<file path="config.mk">
export PLATFORM = sky130hd
export DESIGN_NAME = pin_deglitch_filter
export DESIGN_NICKNAME = d
export VERILOG_FILES = /design/src/rtl/deb_pkg.sv /design/src/rtl/deb_sync.sv /design/src/rtl/deb_prescale.sv /design/src/rtl/deb_core.sv /design/src/rtl/pin_deglitch_filter.sv
export SDC_FILE = /design/constraint.sdc
export NUM_CORES = 1
export LEC_CHECK = 0
export CAP_MARGIN = 20
export CORE_UTILIZATION = 40
export CTS_BUF_LIST = sky130_fd_sc_hd__clkbuf_4 sky130_fd_sc_hd__clkbuf_8
export DETAILED_ROUTE_END_ITERATION = 12
export PLACE_DENSITY = 0.62
export SKIP_LAST_GASP = 1
export SLEW_MARGIN = 30
export SYNTH_ARGS = -nofsm -noshare
export SYNTH_HDL_FRONTEND = slang
export SYNTH_SLANG_ARGS = --single-unit
</file>
<file path="constraint.sdc">
create_clock -name clk -period 1.9 [get_ports clk]
set_input_delay 0.38 -clock clk [delete_from_list [all_inputs] [get_ports clk]]
set_output_delay 0.38 -clock clk [all_outputs]
set_load 0.02 [all_outputs]
</file>
<file path="src/rtl/deb_pkg.sv">
// Shared types and helpers for the pin deglitch filter.
// Assumes the mode field is two bits wide and encoded as listed below.
package deb_pkg;

    typedef enum logic [1:0] {
        DB_BYPASS    = 2'b00,
        DB_REMOVE    = 2'b01,
        DB_KEEP_LOW  = 2'b10,
        DB_KEEP_HIGH = 2'b11
    } db_mode_e;

    // Largest of four tick counts; used to size the prescaler.
    function automatic int unsigned max4(input int unsigned a, input int unsigned b,
                                         input int unsigned c, input int unsigned d);
        int unsigned m;
        m = a;
        if (b > m) m = b;
        if (c > m) m = c;
        if (d > m) m = d;
        return m;
    endfunction

endpackage

</file>
<file path="src/rtl/deb_sync.sv">
// Multi-stage synchronizer for one asynchronous input bit.
// Assumes the input may change at any time; the last stage is safe to use.
module deb_sync #(
    parameter int unsigned STAGES = 2
) (
    input  logic clk,
    input  logic rst_n,
    input  logic d_async,
    output logic q_sync
);
    logic [STAGES-1:0] stage;

    genvar g;
    generate
        for (g = 0; g < STAGES; g++) begin : g_stage
            // Shift the pin level one flop further down the chain.
            always_ff @(posedge clk) begin
                if (!rst_n) begin
                    stage[g] <= 1'b0;
                end else if (g == 0) begin
                    stage[g] <= d_async;
                end else begin
                    stage[g] <= stage[(g == 0) ? 0 : g-1];
                end
            end
        end
    endgenerate

    assign q_sync = stage[STAGES-1];
endmodule

</file>
<file path="src/rtl/deb_prescale.sv">
// Divides real-time ticks into timer units of a selectable size.
// Counts only while run is high; clr or idle return it to zero.
// unit_tick is a one-cycle pulse on the tick that closes a unit.
module deb_prescale #(
    parameter int unsigned UNIT0_TICKS = 2,
    parameter int unsigned UNIT1_TICKS = 8,
    parameter int unsigned UNIT2_TICKS = 512,
    parameter int unsigned UNIT3_TICKS = 2048
) (
    input  logic       clk,
    input  logic       rst_n,
    input  logic       clr,
    input  logic       run,
    input  logic       rtc_tick,
    input  logic [1:0] unit_sel,
    output logic       unit_tick
);
    localparam int unsigned MAX_TICKS =
        deb_pkg::max4(UNIT0_TICKS, UNIT1_TICKS, UNIT2_TICKS, UNIT3_TICKS);
    localparam int unsigned PRE_W = (MAX_TICKS > 2) ? $clog2(MAX_TICKS) : 1;
    localparam int unsigned UNITS [4] = '{UNIT0_TICKS, UNIT1_TICKS, UNIT2_TICKS, UNIT3_TICKS};

    logic [PRE_W-1:0] pre_cnt;
    logic [3:0]       at_end;
    logic             last_tick;

    genvar g;
    generate
        for (g = 0; g < 4; g++) begin : g_unit
            assign at_end[g] = (pre_cnt == PRE_W'(UNITS[g] - 1));
        end
    endgenerate

    // Choose the terminal compare for the selected unit.
    always_comb begin
        last_tick = at_end[unit_sel];
        unit_tick = run && rtc_tick && last_tick;
    end

    // Count ticks inside the current unit.
    always_ff @(posedge clk) begin
        if (!rst_n) begin
            pre_cnt <= '0;
        end else if (clr || !run) begin
            pre_cnt <= '0;
        end else if (rtc_tick) begin
            pre_cnt <= last_tick ? '0 : pre_cnt + 1'b1;
        end
    end
endmodule

</file>
<file path="src/rtl/deb_core.sv">
// Stability counter and mode handling for the filtered level.
// Assumes s_in is already synchronous. The output register loads s_in at
// once in bypass, on a settings change, or for a pass-through edge.
// Otherwise it loads s_in after count units of stable difference.
module deb_core #(
    parameter int unsigned CNT_W = 4
) (
    input  logic             clk,
    input  logic             rst_n,
    input  logic             s_in,
    input  logic [1:0]       mode,
    input  logic [CNT_W-1:0] count,
    input  logic             cfg_chg,
    input  logic             unit_tick,
    output logic             run,
    output logic             filt,
    output logic [CNT_W-1:0] unit_cnt
);
    import deb_pkg::*;

    db_mode_e mode_e;
    logic     bypass;
    logic     differ;
    logic     fast;

    // Decode the mode and classify the current input against the output.
    always_comb begin
        mode_e = db_mode_e'(mode);
        bypass = (mode_e == DB_BYPASS) || (count == '0);
        differ = (s_in != filt);
        fast   = ((mode_e == DB_KEEP_LOW)  && !s_in) ||
                 ((mode_e == DB_KEEP_HIGH) &&  s_in);
        run    = !bypass && differ && !fast && !cfg_chg;
    end

    // Update the filtered level and the unit counter.
    always_ff @(posedge clk) begin
        if (!rst_n) begin
            filt     <= 1'b0;
            unit_cnt <= '0;
        end else if (cfg_chg || bypass || fast) begin
            filt     <= s_in;
            unit_cnt <= '0;
        end else if (!differ) begin
            unit_cnt <= '0;
        end else if (unit_tick) begin
            if (unit_cnt == count - CNT_W'(1)) begin
                filt     <= s_in;
                unit_cnt <= '0;
            end else begin
                unit_cnt <= unit_cnt + CNT_W'(1);
            end
        end
    end
endmodule

</file>
<file path="src/rtl/pin_deglitch_filter.sv">
// Top of the pin deglitch filter: synchronizer, settings-change detect,
// tick prescaler and stability core.
// Assumes rtc_tick is a one-cycle pulse already in the clk domain.
module pin_deglitch_filter #(
    parameter int unsigned SYNC_STAGES = 2,
    parameter int unsigned CNT_W       = 4,
    parameter int unsigned UNIT0_TICKS = 2,
    parameter int unsigned UNIT1_TICKS = 8,
    parameter int unsigned UNIT2_TICKS = 512,
    parameter int unsigned UNIT3_TICKS = 2048
) (
    input  logic             clk,
    input  logic             rst_n,
    input  logic             pin_raw,
    input  logic             rtc_tick,
    input  logic [1:0]       filt_mode,
    input  logic [1:0]       unit_sel,
    input  logic [CNT_W-1:0] db_count,
    output logic             pin_filtered
);
    localparam int unsigned CFG_W = 4 + CNT_W;

    logic             pin_sync;
    logic [CFG_W-1:0] cfg_now;
    logic [CFG_W-1:0] cfg_q;
    logic             cfg_chg;
    logic             run;
    logic             unit_tick;
    logic [CNT_W-1:0] unit_cnt;

    deb_sync #(.STAGES(SYNC_STAGES)) u_sync (
        .clk     (clk),
        .rst_n   (rst_n),
        .d_async (pin_raw),
        .q_sync  (pin_sync)
    );

    // Spot any change of the software settings.
    always_comb begin
        cfg_now = {filt_mode, unit_sel, db_count};
        cfg_chg = (cfg_now != cfg_q);
    end

    // Remember the settings seen at the last edge.
    always_ff @(posedge clk) begin
        if (!rst_n) begin
            cfg_q <= '0;
        end else begin
            cfg_q <= cfg_now;
        end
    end

    deb_prescale #(
        .UNIT0_TICKS (UNIT0_TICKS),
        .UNIT1_TICKS (UNIT1_TICKS),
        .UNIT2_TICKS (UNIT2_TICKS),
        .UNIT3_TICKS (UNIT3_TICKS)
    ) u_pre (
        .clk       (clk),
        .rst_n     (rst_n),
        .clr       (cfg_chg),
        .run       (run),
        .rtc_tick  (rtc_tick),
        .unit_sel  (unit_sel),
        .unit_tick (unit_tick)
    );

    deb_core #(.CNT_W(CNT_W)) u_core (
        .clk       (clk),
        .rst_n     (rst_n),
        .s_in      (pin_sync),
        .mode      (filt_mode),
        .count     (db_count),
        .cfg_chg   (cfg_chg),
        .unit_tick (unit_tick),
        .run       (run),
        .filt      (pin_filtered),
        .unit_cnt  (unit_cnt)
    );
endmodule

</file>
Word-level counts from Yosys, hierarchy flattened
Index checks and enable logic that the tools add are counted.

Register bits after elaboration: 26. Bits of input ports: 12. Word-level logic and storage cells: 54.

Add/sub/neg operators: 3. Order comparisons: 1. Eq/ne operators: 9. Muxes and demuxes: 8. Bitwise gates (word level): 2. Reduce and logical (&&, ||, !) cells: 25.

Operators by type and width (number): 11-bit by 1-bit adder with 11-bit output (second input constant) (1); 11-bit by 1-bit equality test with 1-bit output (second input constant) (1); 11-bit equality test (second input constant) (1); 11-bit by 3-bit equality test with 1-bit output (second input constant) (1); 11-bit by 9-bit equality test with 1-bit output (second input constant) (1); 11-bit two-way mux (1); 8-bit != test (1); 1-bit logical AND (7); 2-bit nonzero test (3); 1-bit zero test (5); 1-bit logical OR (5); 1-bit two-way mux (5); 4-bit by 1-bit adder with 4-bit output (second input constant) (1); 2-bit equality test (second input constant) (2); 4-bit equality test (1); 4-bit zero test (1); 4-bit two-way mux (1); 4-bit by 1-bit subtractor with 4-bit output (second input constant) (1); 2-bit by 3-bit < comparator with 1-bit output (second input constant) (1); 3-bit AND reduction (1); 3-bit OR reduction (1); 1-bit binary-select mux with 2-bit select (1); 2-bit zero test (1); 1-bit inverter (2); 2 further kinds (2).

Logic depth before layout (Yosys ltp)
Gate-level depths: netlist (run 1).

Depth after elaboration: 11. Mapped depth: 7. Mapped depth without buffers: 7.

Modules after synthesis
A second synthesis (run 1) with hierarchy kept.

Cells, all modules: 151. Area, all modules: 1425.1 um2.

By module, submodules not included: deb_prescale (instances 1, cells an instance 74, area an instance 678.2 um2); deb_core (instances 1, cells an instance 46, area an instance 396.6 um2); pin_deglitch_filter (instances 1, cells an instance 27, area an instance 297.8 um2); deb_sync (instances 1, cells an instance 4, area an instance 52.6 um2).

Worst setup path after synthesis (run 1)
Ideal clock, no wire load.

Path type: flip-flop to flip-flop. From: reg u_pre.pre_cnt[0]. To: reg u_pre.pre_cnt[10]. Library setup time: 0.130 ns. Arrival time: 1.700 ns. Slack: 0.070 ns. Stages on the path, launching flop included: 7. Cell sequence: dfxtp_1 > ha_1 > nand2_2 > a2111o_1 > o22a_4 > o2111ai_2 > nor2_1.

Word-level cells in the longest chain between the ends: 4. Elaborated cells on any way between the ends: 8.

Ends and longest elaborated chain: start: declaration (line deb_prescale.sv:23) `logic [PRE_W-1:0] pre_cnt;`; start signal: assignment (line deb_prescale.sv:47) `pre_cnt <= last_tick ? '0 : pre_cnt + 1'b1;`; parallel branches: the longest is 3 deep, another holds 11-bit by 1-bit adder with 11-bit output; 11-bit two-way mux * (line deb_prescale.sv:47).

Mark *: on every way between the ends. The select of a mux whose other input is x is not followed. A chain may end at the register's enable or synchronous reset.

Worst setup path in the final report (run 1)
From: reg u_pre.pre_cnt[1]. To: reg u_pre.pre_cnt[2].

Same word-level chain as after synthesis.

==> results by group, run 1 <==
Worst setup path
  • R2R Setup Slk: 40 ps
  • WP data arrival: 2100 ps
  • Crit Path Class: reg2reg
  • WP data required: 2140 ps
  • Critical Path Fanout Max: 6
  • Reg2reg start: u_pre.pre_cnt[1]$_SDFFE_PP0P_
  • Critical Path Start Type: flop
  • Worst flop-to-flop path endpoint: u_pre.pre_cnt[2]$_SDFFE_PP0P_
  • Worst r2r path cells: 7
  • CP endpoint kind: flop

Die
  • Horiz. Die Dim: 60.2 um
  • Row count: 20
  • DIE HEIGHT: 60.2 um
  • Initial Util: 43.3%
  • Core ar.: 3130 um2
  • Die footprint: 3620 um2
  • Num ports: 13

GRT
  • Largest net degree at the start of global routing: 16
  • Initial antenna violation count: 0
  • GRT Util Overall: 18.2%
  • Vias in the first global route: 1144
  • First-pass GRT wire length: 4.91 mm
  • GR Overflow Total: 0

Drt
  • DR pass1 iterations: 4
  • 1st-iter DRT viols: 55
  • DRT Wirelength: 2.96 mm
  • DR vias/cell: 5.18
  • WL/cell: 12.7 um
  • Via count: 1206
  • DRC Markers: 0
  • ANT nets after route: 0

Clock network
  • H-tree levels: 1
  • Inserted Clock Buffers: 3
  • Clk sinks: 26
  • Clock insertion delay at the later pin of the skew report: 330 ps
  • CTS root buf: clkbuf_4
  • Clock buffer depth: 2
  • CTS tree: built
  • CTS clk-pin slew, worst paths: 150 ps

Synth
  • Sequential area share after synthesis: 38.4%
  • Post-Synthesis Net Count: 167
  • Syn_area_per_cell: 8.97 um2
  • Post-synthesis cell count: 151
  • YS warnings: 0
  • Most used DFF post-synth: dfxtp_1
  • Synth Cell Area: 1350 um2
  • Ys async rst share: 0%
  • Distinct cells, synth: 35
  • Post-synth EDFFs: 0
  • Yosys reg bits: 26

Layout
  • Ratio of cells with drive above 1 in the final layout: 21.2%
  • # fillers: 294
  • Core Util, Final: 58.1%
  • Cell area after layout: 1820 um2
  • Net count, final: 206
  • Antenna diodes: 0
  • Syn-to-layout area delta: 34.2%

Worst hold path
  • Hold depth: 2
  • Hold path start: unit_sel[1]
  • Hold Path Class: in2reg
  • Hold Path Sink: cfg_q[5]$_SDFF_PN0_

Pwr
  • Leakage power: 0.641 nW
  • VDD IR max: 0.301 mV
  • Power Total: 0.00107 W
  • Pwr dens: 589 nW/um2

STA
  • Final cycle utilization of the critical path: 98.1%
  • Max frequency: 0.537 GHz
  • Hold WS: 412 ps
  • Slew HR: 69.0%
  • Worst-Margin Slew: 462 ps
  • Final slew viol count: 0
  • Final setup vio count: 0
  • RSZ-0062 raised after global routing: yes
  • Final Hold Vio Count: 0
  • Layout Skew: 6.05 ps
  • Fin crit period: 1860 ps

Placement
  • Area post-placement: 1680 um2
  • I/O Buffers: 12
  • HPWL after DPL: 2.16 mm
  • Gpl congestion: 0.807

Run status
  • Status: completed

Run
  • Max_cap viols: 0
[where the power goes]
group          switching, W  internal (W)
sequential       0.00000601      0.000555
combinational     0.0000555     0.0000682
clock              0.000171      0.000213
total              0.000233      0.000837
[cell usage after synthesis, types with 2 or more instances]
cell       n  area share (%)
nor2_1    13             3.6
xnor2_1   13             8.4
xor2_1    10             6.5
nand4_1    4             1.8
o211ai_1   3             1.7
o31ai_1    2             1.1
nor4_1     3             1.4
nor3_1     6             2.2
nand2b_1   2            0.92
nand3_1    7             2.6
o41ai_1    2             1.3
and2_1    12             5.5
inv_1      5             1.4
ha_1       4             3.7
a21oi_1    9             3.3
dfxtp_1   26              38
nand2_1   11             3.0
nand3b_1   2             1.1
[worst max-delay path, cell delays in order (launching register included)]
cell,delay (ps)
dfxtp_2,400
ha_4,150
nand2_2,50
a2111o_1,450
o22a_4,280
o2111ai_4,220
buf_4,180
nor2_1,50
[worst max-delay path by stage]
stage                                             start                         endpoint  slack [ps]  depth (start not counted)
after floorplan           u_pre.pre_cnt[0]$_SDFFE_PP0P_   u_pre.pre_cnt[10]$_SDFFE_PP0P_          70                          6
after global placement                      db_count[0]  u_core.unit_cnt[3]$_SDFFE_PP0P_        -390                          9
after detailed placement                    db_count[0]  u_core.unit_cnt[3]$_SDFFE_PP0P_        -440                          9
after CTS                 u_pre.pre_cnt[0]$_SDFFE_PP0P_  u_core.unit_cnt[3]$_SDFFE_PP0P_           6                          6
after global routing                        unit_sel[0]         u_core.filt$_SDFFE_PN0P_         -30                          7
final                     u_pre.pre_cnt[1]$_SDFFE_PP0P_    u_pre.pre_cnt[2]$_SDFFE_PP0P_          40                          7
[metrics by stage]
step                worst slack (ps)  instances  TNS [ps]
finish                          36.4        233         0
global route                   -34.2        233      -105
CTS                             6.34        231         0
detailed placement              -439        226     -4660
global placement                -386        226     -4560
floorplan                       70.2        151         0
[state kept, by name (all words and copies together), names as in the netlist]
register / count
u_core.unit_cnt: 4
u_pre.pre_cnt: 11
u_core.filt: 1
u_sync.stage: 1
cfg_q: 8
u_sync.q_sync: 1
[kinds of logic after synthesis]
family	count (synthesis)	share of synthesized area (%)
AO/OA/AOI/OAI	24	13.4
XOR/XNOR	24	16.6
adder cells (fa/ha/maj)	4	3.70
buffers and inverters	7	1.94
flip-flops	26	38.4
multiplexers	1	0.739
AND/OR/NAND/NOR	65	25.1
[cell usage in the layout, fill, tap and decap left out, types with 2 or more instances in the layout]
master,instances
clkbuf_4,3
buf_4,22
nand2_1,11
nor3_1,5
a21oi_1,9
xnor2_1,13
and2_1,12
nand4_1,4
o41ai_2,2
dlygate4sd2_1,3
nor2_1,13
nor4_1,3
a21boi_1,2
o31ai_1,2
nand3_1,6
clkdlybuf4s50_1,8
nand3b_1,2
dfxtp_1,24
xor2_1,10
o211ai_1,3
ha_1,2
inv_1,5
nand2b_1,2
[per-layer routing]
| layer | vias up | share of wire, % | track usage, % |
|---|---|---|---|
| li1 | 611 | - | - |
| met1 | 569 | 48 | 23.1 |
| met2 | 21 | 47 | 30.3 |
| met3 | 5 | 3.0 | 2.38 |
| met4 | 0 | 1.7 | 8.31 |
| met5 | - | 0 | 0 |
[cell type report]
type                    instances  area (um2)  share of cell area (%)
clock buffers                   3        22.5                    1.24
clock inverters                 1        30.0                    1.65
inverters                       6        22.5                    1.24
multi-input cells             118         866                    47.7
flip-flops and latches         26         526                    28.9
well taps                      44        55.1                    3.03
repair buffers                 35         295                    16.3
[what timing repair did]
action | 4_1_cts | 5_1_grt
pin swaps | 4 | 0
buffers inserted | 1 | 1
hold buffers | 0 | 0
endpoints found under the setup margin | 14 | 16
gates resized for setup | 12 | 7
gates cloned | 0 | 1
Note: power is estimated with default switching activity, not from simulation.
==> inputs of run 2 (changes only) <==
--- a/config.mk
+++ b/config.mk
@@ -6,8 +6,10 @@
 export NUM_CORES = 1
 export LEC_CHECK = 0
 export CAP_MARGIN = 20
+export CORE_MARGIN = 2
 export CORE_UTILIZATION = 40
 export CTS_BUF_LIST = sky130_fd_sc_hd__clkbuf_4 sky130_fd_sc_hd__clkbuf_8
+export CTS_CLUSTER_DIAMETER = 200
 export DETAILED_ROUTE_END_ITERATION = 12
 export PLACE_DENSITY = 0.62
 export SKIP_LAST_GASP = 1
==> run 2 against run 1 <==
- register-to-register slack better by 20 ps
- die area is 6.8% higher
- total power is 0.43% higher
- sequential cell count stayed put
- clock skew is 4.3 ps lower
- critical endpoint is now u_pre.pre_cnt[10]$_SDFFE_PP0P_
- non-clock buffer count is 4 lower
- sequential share of layout area is 0.18 points higher
- routed wire length is 1.2% lower
- clock-buffer cell count stayed put
==> results by group, run 2 (synthesis gave the netlist of run 1 again) <==
Drt
  • DRT Wirelength: 2.92 mm (-1.2%)
  • 1st-iter DRT viols: 19 (-65%)
  • DRC Markers: 0 (unchanged)
  • Via count: 1159 (-3.9%)
  • ANT nets after route: 0 (unchanged)
  • WL/cell: 12.6 um (-0.36%)
  • DR vias/cell: 5.02 (-3.1%)
  • DR pass1 iterations: 4 (unchanged)

Worst setup path
  • Critical Path Fanout Max: 9 (+3)
  • Reg2reg start: u_pre.pre_cnt[1]$_SDFFE_PP0P_
  • Buf/Inv on CP: 2 (+1)
  • Worst r2r path cells: 8 (+1)
  • Crit Path Class: reg2reg
  • WP data arrival: 2070 ps (-30 ps)
  • Crit path from: u_pre.pre_cnt[1]$_SDFFE_PP0P_
  • CP delay by family, top: compound AO/OA/AOI/OAI gates
  • R2R Setup Slk: 60 ps (+20 ps)
  • CP endpoint kind: flop
  • Critical Path Start Type: flop
  • Critical-path cell list: inv_1, ha_1, nand2b_1, a2111o_1, o22a_4, o2111ai_2, buf_6, nor2_1
  • WP data required: 2130 ps (about the same)
  • CP max stage delay: 440 ps (about the same)
  • Worst flop-to-flop path endpoint: u_pre.pre_cnt[10]$_SDFFE_PP0P_
  • CP endpoint: u_pre.pre_cnt[10]$_SDFFE_PP0P_
  • Critical path's slowest cell: a2111o_1
  • Crit. path cell count: 8 (+1)

Clock network
  • H-tree levels: 1 (unchanged)
  • CTS tree: built
  • Inserted Clock Buffers: 3 (unchanged)
  • Clock insertion delay at the later pin of the skew report: 320 ps (about the same)
  • CTS clk-pin slew, worst paths: 150 ps (about the same)
  • CTS root buf: clkbuf_4
  • Clk sinks: 26 (unchanged)
  • Clock buffer depth: 2 (unchanged)

Placement
  • Gpl congestion: 0.769 (-4.7%)
  • Setup WS pre-CTS: -472 ps (-33.5 ps)
  • HPWL after DPL: 2.21 mm (+2.2%)
  • I/O Buffers: 12 (unchanged)

STA
  • Final Hold Vio Count: 0 (unchanged)
  • Layout Skew: 1.79 ps (-4.26 ps)
  • Post-route setup TNS: 0 ps (unchanged)
  • Final setup vio count: 0 (unchanged)
  • Hold WS: 469 ps (+57.3 ps)
  • Slew HR: 59.1% (-9.9 points)
  • Max frequency: 0.543 GHz (+1.3%)
  • RSZ-0062 raised after global routing: yes
  • Fin crit period: 1840 ps (-23.5 ps)
  • Final cycle utilization of the critical path: 96.8% (-1.2 points)
  • Worst-Margin Slew: 608 ps (+147 ps)
  • Worst setup margin: 59.9 ps (+23.5 ps)
  • Final slew viol count: 0 (unchanged)

GRT
  • First-pass GRT wire length: 5.11 mm (+4.2%)
  • GRT Util Overall: 16.1% (-2.1 points)
  • Initial antenna violation count: 0 (unchanged)
  • Vias in the first global route: 1212 (+5.9%)
  • GR Overflow Total: 0 (unchanged)
  • Largest net degree at the start of global routing: 16 (unchanged)

Layout
  • Net count, final: 202 (-1.9%)
  • # fillers: 304 (+3.4%)
  • Antenna diodes: 0 (unchanged)
  • Most frequent cells in the layout: dfxtp_1 (24), buf_4 (18), nor2_1 (13)
  • Most common cell after layout, fill and taps aside: dfxtp_1
  • Largest registers: u_pre.pre_cnt: 11 flops, cfg_q: 8 flops, u_core.unit_cnt: 4 flops
  • Ratio of cells with drive above 1 in the final layout: 20.5% (-0.62 points)
  • Largest register FFs: 11 (unchanged)
  • Syn-to-layout area delta: 32.7%
  • Largest register by flop count: u_pre.pre_cnt

Die
  • Num ports: 13 (unchanged)
  • Row count: 21 (+5.0%)
  • Horiz. Die Dim: 62.2 um (+3.3%)
  • Die footprint: 3870 um2 (+6.8%)
  • DIE HEIGHT: 62.2 um (+3.3%)
  • Initial Util: 41.2% (-2.1 points)
  • Core ar.: 3280 um2 (+5.0%)

Run status
  • Status: completed

Run
  • Max_cap viols: 0 (unchanged)

Worst hold path
  • Hold Path Class: reg2reg

Pwr
  • VDD IR max: 0.293 mV (-2.5%)
  • Pwr dens: 598 nW/um2 (+1.5%)
  • Leakage power: 0.622 nW (-2.9%)
==> run 2: cell count changes in the layout (fill, tap and decap cells not counted), sizes merged <==
cell / delta
clkdlybuf4s50: +3
buf: -4
dlygate4sd2: -3
==> run 2: per-layer routing <==
metal  wire length, um  global-route usage [%]
met1              1380                    18.8
met2              1440                    29.6
met3                61                    2.90
met4                43                    5.28
met5                 0                       0
==> run 2: timing repair <==
action	CTS	global route
resized for setup	6	9
endpoints found under the setup margin	13	16
pin swaps	4	5
hold buffers	0	0
buffers inserted	1	0
==> run 2: metrics by stage <==
step	total power [W]	cell area (um2)	instances	utilization (%)
global placement	0.000689	1660	226	50.6
finish	0.00107	1800	231	54.7
floorplan	0.000631	1350	151	-
CTS	0.00108	1740	231	53.1
global route	0.00112	1800	231	54.7
detailed placement	0.000692	1660	226	50.6
==> run 2: worst min-delay path by stage <==
| stage | slack (ps) | cells after the start | from | end |
|---|---|---|---|---|
| finish | 470 | 1 | u_sync.stage[0]$_SDFF_PN0_ | u_sync.q_sync$_SDFF_PN0_ |
| global route | 460 | 3 | unit_sel[0] | cfg_q[4]$_SDFF_PN0_ |
| CTS | 470 | 1 | u_sync.stage[0]$_SDFF_PN0_ | u_sync.q_sync$_SDFF_PN0_ |
| detailed placement | 440 | 1 | u_sync.stage[0]$_SDFF_PN0_ | u_sync.q_sync$_SDFF_PN0_ |
| global placement | 420 | 1 | u_sync.stage[0]$_SDFF_PN0_ | u_sync.q_sync$_SDFF_PN0_ |
| floorplan | 410 | 1 | u_sync.stage[0]$_SDFF_PN0_ | u_sync.q_sync$_SDFF_PN0_ |
==> run 2: final cells by class <==
type | count | area (um2) | area share (%)
Multi-Input combinational cell | 118 | 872 | 48.5
Tap cell | 46 | 57.6 | 3.20
Inverter | 6 | 22.5 | 1.25
Clock buffer | 3 | 22.5 | 1.25
Clock inverter | 1 | 30.0 | 1.67
Timing Repair Buffer | 31 | 269 | 15.0
Sequential cell | 26 | 523 | 29.1
==> run 2: power breakdown <==
| part | internal [W] | switching [W] | total, W |
|---|---|---|---|
| Sequential | 0.000557 | 0.00000656 | 0.000564 |
| Combinational | 0.0000688 | 0.0000569 | 0.000126 |
| Clock | 0.000213 | 0.000172 | 0.000385 |
